`src/rtl/arlw_pkg.sv`:
```
`timescale 1ns/1ps
package arlw_pkg;
   localparam int ARLW_DEF_REGS  = 16;
   localparam int ARLW_DEF_TAG_W = 6;
   localparam int ARLW_DEF_ALIAS = 4;
endpackage

```
`src/rtl/arlw_cfg_table.sv`:
```
`timescale 1ns/1ps
module arlw_cfg_table #(
   parameter int NUM_REGS = 16,
   parameter int MAX_SUB  = 4,
   parameter int MAX_SUP  = 4,
   parameter int REG_W    = $clog2(NUM_REGS)
) (
   input  logic                               clk,
   input  logic                               rst_n,
   input  logic                               cfg_we,
   input  logic [REG_W-1:0]                   cfg_reg,
   input  logic [REG_W-1:0]                   cfg_rename,
   input  logic [NUM_REGS-1:0]                cfg_sub,
   input  logic [NUM_REGS-1:0]                cfg_sup,
   output logic [NUM_REGS-1:0][REG_W-1:0]     ren_o,
   output logic [NUM_REGS-1:0][NUM_REGS-1:0]  sub_o,
   output logic [NUM_REGS-1:0][NUM_REGS-1:0]  sup_o
);
   localparam logic [NUM_REGS-1:0] KEEP = {{(NUM_REGS-1){1'b1}}, 1'b0};

   for (genvar g = 0; g < NUM_REGS; g++) begin : g_row
      if (g == 0) begin : g_null
         assign ren_o[g] = '0;
         assign sub_o[g] = '0;
         assign sup_o[g] = '0;
      end else begin : g_live
         always_ff @(posedge clk or negedge rst_n) begin
            if (!rst_n) begin
               ren_o[g] <= '0;
               sub_o[g] <= '0;
               sup_o[g] <= '0;
            end else if (cfg_we && cfg_reg == REG_W'(g)) begin
               ren_o[g] <= cfg_rename;
               sub_o[g] <= cfg_sub & KEEP;
               sup_o[g] <= cfg_sup & KEEP;
            end
         end
      end
   end


   alias_limit_chk: assert property (@(posedge clk) disable iff (!rst_n)
      cfg_we |-> ($countones(cfg_sub & KEEP) <= MAX_SUB) &&
                 ($countones(cfg_sup & KEEP) <= MAX_SUP));
endmodule

```
`src/rtl/arlw_scope.sv`:
```
`timescale 1ns/1ps
module arlw_scope #(
   parameter int NUM_REGS = 16,
   parameter int REG_W    = $clog2(NUM_REGS)
) (
   input  logic                              en,
   input  logic [REG_W-1:0]                  reg_id,
   input  logic                              clr_sup,
   input  logic [NUM_REGS-1:0][REG_W-1:0]    ren,
   input  logic [NUM_REGS-1:0][NUM_REGS-1:0] sub,
   input  logic [NUM_REGS-1:0][NUM_REGS-1:0] sup,
   output logic [REG_W-1:0]                  tgt,
   output logic [NUM_REGS-1:0]               hit
);
   logic [REG_W-1:0] alias_to;

   always_comb begin
      alias_to = ren[reg_id];
      tgt      = (alias_to != '0 && alias_to != reg_id) ? alias_to : reg_id;
      hit      = '0;
      if (en && reg_id != '0) begin
         hit      = sub[tgt];
         hit[tgt] = 1'b1;
         if (clr_sup) hit = hit | sup[tgt];
      end
   end
endmodule

```
`src/rtl/arlw_entry_array.sv`:
```
`timescale 1ns/1ps
module arlw_entry_array #(
   parameter int NUM_REGS = 16,
   parameter int TAG_W    = 6
) (
   input  logic                           clk,
   input  logic                           rst_n,
   input  logic [NUM_REGS-1:0]            wr_hit,
   input  logic [TAG_W-1:0]               wr_tag,
   input  logic [NUM_REGS-1:0]            rt_hit,
   input  logic [TAG_W-1:0]               rt_tag,
   output logic [NUM_REGS-1:0]            vld_q,
   output logic [NUM_REGS-1:0][TAG_W-1:0] tag_q
);
   for (genvar g = 0; g < NUM_REGS; g++) begin : g_ent
      always_ff @(posedge clk or negedge rst_n) begin
         if (!rst_n) begin
            vld_q[g] <= 1'b0;
            tag_q[g] <= '0;
         end else if (wr_hit[g]) begin
            vld_q[g] <= 1'b1;
            tag_q[g] <= wr_tag;
         end else if (rt_hit[g] && vld_q[g] && tag_q[g] == rt_tag) begin
            vld_q[g] <= 1'b0;
         end
      end


      wr_store_chk: assert property (@(posedge clk) disable iff (!rst_n)
         wr_hit[g] |=> vld_q[g] && tag_q[g] == $past(wr_tag));


      rt_match_chk: assert property (@(posedge clk) disable iff (!rst_n)
         $fell(vld_q[g]) |-> $past(rt_hit[g]) && $past(tag_q[g]) == $past(rt_tag));
   end
endmodule

```
`src/rtl/arlw_lookup_merge.sv`:
```
`timescale 1ns/1ps
module arlw_lookup_merge #(
   parameter int NUM_REGS = 16,
   parameter int TAG_W    = 6,
   parameter int MAX_SUB  = 4,
   parameter int REG_W    = $clog2(NUM_REGS),
   parameter int SLOTS    = MAX_SUB + 1
) (
   input  logic [REG_W-1:0]               lk_reg,
   input  logic [NUM_REGS-1:0]            lk_sub,
   input  logic [NUM_REGS-1:0]            vld,
   input  logic [NUM_REGS-1:0][TAG_W-1:0] tag,
   output logic [SLOTS-1:0]               mask,
   output logic [SLOTS-1:0][TAG_W-1:0]    tags
);
   logic [SLOTS-1:0][REG_W-1:0] slot_reg;
   logic [SLOTS-1:0]            slot_use;
   logic [SLOTS-1:0]            raw;

   always_comb begin
      int k;
      slot_reg    = '0;
      slot_use    = '0;
      slot_reg[0] = lk_reg;
      slot_use[0] = 1'b1;
      k = 1;
      for (int r = 0; r < NUM_REGS; r++) begin
         if (lk_sub[r] && k < SLOTS) begin
            slot_reg[k] = REG_W'(r);
            slot_use[k] = 1'b1;
            k = k + 1;
         end
      end
   end

   always_comb begin
      logic dup;
      for (int s = 0; s < SLOTS; s++) begin
         raw[s]  = slot_use[s] && vld[slot_reg[s]];
         tags[s] = tag[slot_reg[s]];
      end
      for (int s = 0; s < SLOTS; s++) begin
         dup = 1'b0;
         for (int p = 0; p < s; p++)
            if (mask[p] && tags[p] == tags[s]) dup = 1'b1;
         mask[s] = raw[s] && !dup;
      end
   end
endmodule

```
`src/rtl/alias_writer_table.sv`:
```
`timescale 1ns/1ps
module alias_writer_table #(
   parameter int NUM_REGS = arlw_pkg::ARLW_DEF_REGS,
   parameter int TAG_W    = arlw_pkg::ARLW_DEF_TAG_W,
   parameter int MAX_SUB  = arlw_pkg::ARLW_DEF_ALIAS,
   parameter int MAX_SUP  = arlw_pkg::ARLW_DEF_ALIAS,
   parameter int REG_W    = $clog2(NUM_REGS),
   parameter int SLOTS    = MAX_SUB + 1
) (
   input  logic                         clk,
   input  logic                         rst_n,
   input  logic                         cfg_we,
   input  logic [REG_W-1:0]             cfg_reg,
   input  logic [REG_W-1:0]             cfg_rename,
   input  logic [NUM_REGS-1:0]          cfg_sub,
   input  logic [NUM_REGS-1:0]          cfg_sup,
   input  logic                         wr_en,
   input  logic [REG_W-1:0]             wr_reg,
   input  logic [TAG_W-1:0]             wr_tag,
   input  logic                         wr_clr_sup,
   output logic                         dep_valid,
   output logic [TAG_W-1:0]             dep_tag,
   input  logic                         rt_en,
   input  logic [REG_W-1:0]             rt_reg,
   input  logic [TAG_W-1:0]             rt_tag,
   input  logic                         rt_clr_sup,
   input  logic [REG_W-1:0]             lk_reg,
   output logic [SLOTS-1:0]             lk_mask,
   output logic [SLOTS-1:0][TAG_W-1:0]  lk_tags
);
   if (NUM_REGS < 4 || (1 << REG_W) < NUM_REGS) begin : g_bad_regs
      $error("alias_writer_table: NUM_REGS/REG_W inconsistent");
   end
   if (MAX_SUB < 1 || MAX_SUB >= NUM_REGS || MAX_SUP < 1 || MAX_SUP >= NUM_REGS) begin : g_bad_alias
      $error("alias_writer_table: alias limits out of range");
   end
   if (TAG_W < 1 || SLOTS != MAX_SUB + 1) begin : g_bad_tag
      $error("alias_writer_table: TAG_W or SLOTS illegal");
   end

   logic [NUM_REGS-1:0][REG_W-1:0]    ren;
   logic [NUM_REGS-1:0][NUM_REGS-1:0] sub;
   logic [NUM_REGS-1:0][NUM_REGS-1:0] sup;
   logic [REG_W-1:0]                  wr_tgt, rt_tgt;
   logic [NUM_REGS-1:0]               wr_hit, rt_hit;
   logic [NUM_REGS-1:0]               ent_vld;
   logic [NUM_REGS-1:0][TAG_W-1:0]    ent_tag;
   logic                              wr_redir;

   arlw_cfg_table #(.NUM_REGS(NUM_REGS), .MAX_SUB(MAX_SUB), .MAX_SUP(MAX_SUP), .REG_W(REG_W)) u_cfg (
      .clk(clk), .rst_n(rst_n), .cfg_we(cfg_we), .cfg_reg(cfg_reg),
      .cfg_rename(cfg_rename), .cfg_sub(cfg_sub), .cfg_sup(cfg_sup),
      .ren_o(ren), .sub_o(sub), .sup_o(sup));

   arlw_scope #(.NUM_REGS(NUM_REGS), .REG_W(REG_W)) u_wr_scope (
      .en(wr_en), .reg_id(wr_reg), .clr_sup(wr_clr_sup),
      .ren(ren), .sub(sub), .sup(sup), .tgt(wr_tgt), .hit(wr_hit));

   arlw_scope #(.NUM_REGS(NUM_REGS), .REG_W(REG_W)) u_rt_scope (
      .en(rt_en), .reg_id(rt_reg), .clr_sup(rt_clr_sup),
      .ren(ren), .sub(sub), .sup(sup), .tgt(rt_tgt), .hit(rt_hit));

   arlw_entry_array #(.NUM_REGS(NUM_REGS), .TAG_W(TAG_W)) u_ent (
      .clk(clk), .rst_n(rst_n), .wr_hit(wr_hit), .wr_tag(wr_tag),
      .rt_hit(rt_hit), .rt_tag(rt_tag), .vld_q(ent_vld), .tag_q(ent_tag));

   arlw_lookup_merge #(.NUM_REGS(NUM_REGS), .TAG_W(TAG_W), .MAX_SUB(MAX_SUB),
                       .REG_W(REG_W), .SLOTS(SLOTS)) u_merge (
      .lk_reg(lk_reg), .lk_sub(sub[lk_reg]), .vld(ent_vld), .tag(ent_tag),
      .mask(lk_mask), .tags(lk_tags));

   assign wr_redir  = (wr_tgt != wr_reg);
   assign dep_tag   = ent_tag[wr_tgt];
   assign dep_valid = wr_en && (wr_reg != '0) && wr_redir && !wr_clr_sup &&
                      ent_vld[wr_tgt] && (ent_tag[wr_tgt] != wr_tag);


   dep_scope_chk: assert property (@(posedge clk) disable iff (!rst_n)
      dep_valid |-> wr_en && !wr_clr_sup && wr_hit[wr_tgt] && wr_tgt != wr_reg);


   rt_clear_chk: assert property (@(posedge clk) disable iff (!rst_n)
      (rt_hit[rt_tgt] && ent_vld[rt_tgt] && ent_tag[rt_tgt] == rt_tag && !wr_hit[rt_tgt])
      |=> !ent_vld[$past(rt_tgt)]);

   for (genvar i = 0; i < SLOTS; i++) begin : g_dup_i
      for (genvar j = i + 1; j < SLOTS; j++) begin : g_dup_j

         slot_unique_chk: assert property (@(posedge clk) disable iff (!rst_n)
            (lk_mask[i] && lk_mask[j]) |-> lk_tags[i] != lk_tags[j]);
      end
   end
endmodule

```
`config.mk`:
```
export PLATFORM = sky130hd
export DESIGN_NAME = alias_writer_table
export DESIGN_NICKNAME = d
export VERILOG_FILES = /design/src/rtl/arlw_pkg.sv /design/src/rtl/arlw_cfg_table.sv /design/src/rtl/arlw_scope.sv /design/src/rtl/arlw_entry_array.sv /design/src/rtl/arlw_lookup_merge.sv /design/src/rtl/alias_writer_table.sv
export SDC_FILE = /design/constraint.sdc
export NUM_CORES = 2
export LEC_CHECK = 0
export BUFFER_PORTS_ARGS = -buffer_cell sky130_fd_sc_hd__buf_2
export CAP_MARGIN = 5
export CORE_MARGIN = 5
export CORE_UTILIZATION = 45
export CTS_CLUSTER_DIAMETER = 200
export DETAILED_ROUTE_END_ITERATION = 10
export REMOVE_ABC_BUFFERS = 1
export SLEW_MARGIN = 20
export SYNTH_ARGS = -nofsm -noshare
export SYNTH_HDL_FRONTEND = slang
export SYNTH_SLANG_ARGS = --single-unit
export TNS_END_PERCENT = 50
```
`constraint.sdc`:
```
create_clock -name clk -period 41 [get_ports clk]
set_input_delay 2.05 -clock clk [delete_from_list [all_inputs] [get_ports clk]]
set_output_delay 2.05 -clock clk [all_outputs]
set_load 0.03 [all_outputs]
```
---- Word level (Yosys, flattened, before mapping) ----
Index checks and enable logic that the tools add are counted.
cells by class
  $add $sub $neg .......................... 14
  $lt $le $gt $ge ......................... 57
  eq/ne operators ......................... 45
  multiplexer cells ....................... 196
  bitwise logic cells ..................... 62
  reductions and logical operators ........ 131
operators with widths
  operator                                                                number
  32-bit by 1-bit >= comparator with 1-bit output, second input constant  14
  32-bit by 4-bit < comparator with 1-bit output, second input constant   14
  32-bit by 5-bit < comparator with 1-bit output, second input constant   14
  32-bit two-way mux                                                      14
  32-bit by 2-bit adder with 32-bit output, second input constant         13
  16-bit binary-select mux with 4-bit select                              5
  20-bit two-way mux                                                      15
  4-bit demux with 3-bit select                                           15
  6-bit equality test                                                     26
  6-bit binary-select mux with 4-bit select                               6
  16-bit two-way mux                                                      9
  1-bit logical AND                                                       106
  5-bit OR                                                                17
  4-bit two-way mux                                                       19
  5-bit two-way mux                                                       15
  1-bit two-way mux                                                       66
  16-bit OR                                                               4
  10-bit bitwise AND                                                      6
  10-bit NOT                                                              6
  15-bit NOT                                                              4
  10-bit OR                                                               6
  15-bit OR                                                               4
  4-bit by 5-bit < comparator with 1-bit output, second input constant    10
  15-bit bitwise AND                                                      3
  26 further kinds                                                        94
storage, ports and cells
  register bits after elaboration ......... 622
  output and inout port bits .............. 42
  word-level logic and storage cells ...... 582

---- Depth between registers and ports, before layout ----
  depth in word-level cells ............... 70
  depth in mapped cells ................... 92

---- Modules after synthesis ----
Synthesis repeated with hierarchy kept, for this count alone.
second synthesis, totals
  cell total of the unflattened synthesis .. 4554
  area, all modules ....................... 46697.3 µm²
by module, submodules not included
  module                   instances  cells each  area each (µm²)  sequential area each (µm²)
  arlw_cfg_table           1          1194        19498.7          12762.2
  arlw_lookup_merge        1          1352        9820.7           0.0
  arlw_entry_array         1          402         5332.6           2802.7
  arlw_scope (u_rt_scope)  1          788         4858.4           0.0
  arlw_scope (u_wr_scope)  1          632         4119.0           0.0
  alias_writer_table       1          186         3067.9           0.0

---- Least setup slack after synthesis ----
Ideal clock, no wire load.
  path type ............................... input -> output
  from .................................... input lk_reg[0]
  to ...................................... output lk_mask[4]
  arrival time ............................ 21.036 ns
  required time ........................... 38.950 ns
  path slack .............................. 17.914 ns
  stages on the path ...................... 86
  buffers on the path ..................... 12
  cell sequence ........................... buf_6 -> buf_2 -> buf_2 -> buf_1 -> buf_1 -> buf_1 -> clkbuf_1 -> mux4_2 -> mux4_2 -> inv_1 -> fa_1 -> inv_1 -> ha_1 -> inv_1 -> nand4_1 -> and3b_1 -> buf_4 -> xnor2_4 -> [50 not listed] -> nor2_1 -> inv_1 -> ha_1 -> nand2_1 -> a31oi_1 -> a211o_1 -> nand4_1 -> and2_4 -> o31ai_4 -> buf_4 -> mux2_2 -> o21ai_0 -> nand4_1 -> xor2_1 -> nand4_1 -> nor4b_2 -> a211oi_1 -> a211oi_1
RTL lines
  element      line                      text
  from (decl)  alias_writer_table.sv:27  input logic [REG_W-1:0] lk_reg,
  to (decl)    alias_writer_table.sv:28  output logic [SLOTS-1:0] lk_mask,

---- Worst setup path after layout ----
  from .................................... input lk_reg[0]
  to ...................................... output lk_mask[4]
between the ends
  word-level cells in the longest chain between the ends .. 70
  elaborated cells on any way between the ends .. 318
  classes of those cells .................. add/sub: 14; order compare: 45; eq/ne: 10; mux: 138; bitwise: 58; reduce/logical: 53
RTL lines
  element                                         line                      text
  16-bit binary-select mux with 4-bit select      alias_writer_table.sv:69  .lk_reg(lk_reg), .lk_sub(sub[lk_reg]), .vld(ent_vld), .tag(ent_tag),
  16-bit two-way mux (implied by the code)        alias_writer_table.sv:69
  2-bit two-way mux                               arlw_lookup_merge.sv:28   if (lk_sub[r] && k < SLOTS) begin
  2-bit by 3-bit < comparator with 1-bit output   arlw_lookup_merge.sv:28
  1-bit logical AND                               arlw_lookup_merge.sv:28
  32-bit two-way mux                              arlw_lookup_merge.sv:28
  32-bit by 4-bit < comparator with 1-bit output  arlw_lookup_merge.sv:28
  1-bit logical AND                               arlw_lookup_merge.sv:28
  [54 not listed]                                 -
  1-bit logical AND                               arlw_lookup_merge.sv:45   if (mask[p] && tags[p] == tags[s]) dup = 1'b1;
  1-bit two-way mux                               arlw_lookup_merge.sv:45
  1-bit zero test                                 arlw_lookup_merge.sv:46   mask[s] = raw[s] && !dup;
  1-bit logical AND                               arlw_lookup_merge.sv:46
  1-bit logical AND                               arlw_lookup_merge.sv:45
  1-bit two-way mux                               arlw_lookup_merge.sv:45
  1-bit zero test                                 arlw_lookup_merge.sv:46
  1-bit logical AND *                             arlw_lookup_merge.sv:46
Mark *: on every way between the ends. The rest lies on a longest branch, timed or not. The select of a mux whose other input is x is not followed.

==> flow_summary.json <==
{
  "numCtsBuffers": 69,
  "die_w_um": 334,
  "io_buffers": 110,
  "synth_edf_count": 0,
  "rsz0062_at_grt": "no",
  "crit_top_cell": "inv_1",
  "layout-drive-gt1-share": 0.243,
  "synth_commonest_cells": "1,070 x nand2_1, 650 x mux2_2, 619 x dfrtp_1",
  "track_usage": 0.317,
  "die-height_um": 334,
  "viasPerCell": 6.69,
  "yosysUniqueCellTypes": 136,
  "crit_type": "in -> out",
  "synthToLayoutAreaGrowth_pct": 7.37,
  "rrSetupSlack_ns": 33.93,
  "worstSetupStartpointType": "input pin",
  "critPathArrivalTime_ns": 23.70,
  "hold_class": "reg -> reg",
  "finalCritPeriodShare": 0.628,
  "r2r_end": "u_ent.tag_q[21]",
  "critPathSlowestCell": "o31ai_4",
  "root_buffer": "clkbuf_16",
  "coreArea_sq_um": 105000,
  "grt_overflow": 0,
  "outcome": "finished clean",
  "wl_per_cell_um": 28.5,
  "r2r_start": "u_cfg.ren_o[62]",
  "crit_start": "lk_reg[0]",
  "design.die.area_sq_um": 112000,
  "setup_violations": 0,
  "tritoncts": "yes",
  "hold_violations": 0,
  "firstDrtPassIters": 6,
  "num_rows": 119,
  "finalSetupTns_ns": 0,
  "ctsHoldBuffers": 0,
  "synth_area_leaders": "dfrtp_1 33%, mux2_2 15%, nand2_1 8.5%, mux2i_1 4.6%, mux4_2 4.5%",
  "slew_violations": 0,
  "synthMostInstantiatedCell": "nand2_1",
  "drt_wl_total_um": 183000,
  "cp_slowest_stage_delay_ns": 0.91,
  "worstPathMaxFanout": 30,
  "gp_congestion": 1.02,
  "async_flop_share": 1.00,
  "nets": 5081,
  "hpwl_um": 118000,
  "min_period_ns": 25.75,
  "required_ns": 38.95,
  "stdcell_count": 6437,
  "synth_area_sq_um": 47300,
  "htreeDepth": 3,
  "grt_max_degree": 135,
  "clock-sinks": 619,
  "reg2regPathDepth": 16,
  "synth_cells": 5215,
  "ctsResizeCount": 0,
  "insertion_delay_ns": 0.64,
  "seq_area_frac_synth": 0.327,
  "endpoint": "lk_mask[4]",
  "antenna_found_initial": 14,
  "ctsLongestPathBuffers": 3,
  "clock.fmax_mhz": 38.8,
  "relSlewSlack": 0.184,
  "skew_ns": 0.0289,
  "clk_pin_slew_ns": 0.07,
  "num_io_pins": 113,
  "avgSynthCellArea_sq_um": 9.08,
  "synth-main-ff-cell": "dfrtp_1",
  "synth_top_area_frac": 0.327,
  "first_global_vias": 41501,
  "cap_violations": 0,
  "tightest_slew_ns": 1.22,
  "grt_first_pass_wirelength_um": 273000,
  "endpoint_kind": "output port",
  "yosysTopAreaCell": "dfrtp_1",
  "drc": 0,
  "ys_ff_latch": 619,
  "cts_setup_buffers": 0,
  "initial_core_util": 0.452,
  "place_inst": 6302,
  "ys_warn_count": 0,
  "ant_nets": 0,
  "vias": 43055,
  "drt_iter0_markers": 5451
}
==> cell usage in the layout (no fill, tap or decap), types with 94 or more instances in the layout <==
cell | Yosys | final
a311oi_1 | 96 | 95
nor2_1 | 142 | 131
and3_1 | 137 | 137
dfrtp_1 | 619 | 619
buf_2 | 50 | 108
nand2_1 | 1070 | 1068
a31oi_1 | 106 | 105
mux2i_1 | 219 | 219
mux2_2 | 650 | 650
o21ai_0 | 148 | 148
a21oi_1 | 223 | 215
mux4_2 | 94 | 94
nand3_1 | 215 | 215
==> layer usage <==
layer / routed length, um / track usage / up-vias
met4: 9890 / 0.153 / 4
met2: 81000 / 0.486 / 2570
met5: 17 / 0 / -
li1: - / - / 18586
met3: 19000 / 0.0679 / 565
met1: 73300 / 0.427 / 21330
==> area by class of cell <==
| type | count | area [sq um] |
|---|---|---|
| timing repair buffer | 199 | 1290 |
| fill | 9989 | 54000 |
| inverter | 86 | 325 |
| sequential | 619 | 15500 |
| clock buffer | 92 | 1990 |
| tap | 1391 | 1740 |
| antenna | 11 | 27.5 |
| clock inverter | 32 | 373 |
| multi-input combinational | 4007 | 29600 |
==> cell families after synthesis <==
logic type,Yosys count,share of synthesized area
buffers and inverters,589,0.0532
DFF,619,0.327
muxes,972,0.248
adders and majority gates,28,0.00756
AOI/OAI and AO/OA,1045,0.160
and+or+nand+nor,1817,0.175
xor gates and xnor gates,145,0.0282
==> flip-flops by register name, summed over array words and instances, names as in the netlist <==
signal,flops
u_cfg.sup_o,222
u_cfg.ren_o,60
u_ent.tag_q,96
u_cfg.sub_o,225
u_ent.vld_q,16
==> how the worst min path moves through the flow <==
stage	start	end	slack, ns	cells past startpoint
3_5_place_dp	u_ent.vld_q[0]	u_ent.vld_q[0]	0.48	0
3_3_place_gp	u_cfg.sub_o[17]	u_cfg.sub_o[17]	0.48	1
2_1_floorplan	u_ent.vld_q[0]	u_ent.vld_q[0]	0.43	0
4_1_cts	u_ent.vld_q[0]	u_ent.vld_q[0]	0.50	0
6_report	u_ent.vld_q[0]	u_ent.vld_q[0]	0.50	0
5_1_grt	u_ent.vld_q[0]	u_ent.vld_q[0]	0.52	0
==> worst max-delay path, delay by kind of cell <==
kind	cells	cell delay (ns)
fa+ha+maj	12	3.67
buf+inv	19	3.28
simple gates	19	5.89
mux	7	3.06
compound gates	19	5.67
==> stage by stage <==
step	hold WS, ns	setup WS [ns]	area, sq um	util
detailed placement	0.483	15.62	48400	0.462
finish	0.497	15.25	50800	0.485
global placement	0.485	15.79	48400	0.462
floorplan	0.427	18.89	45100	-
CTS	0.497	15.59	50800	0.485
global route	0.522	14.08	50800	0.485
Power is not shown: default switching activity piles up to over one toggle a cycle in this logic, so the estimate is an artifact.
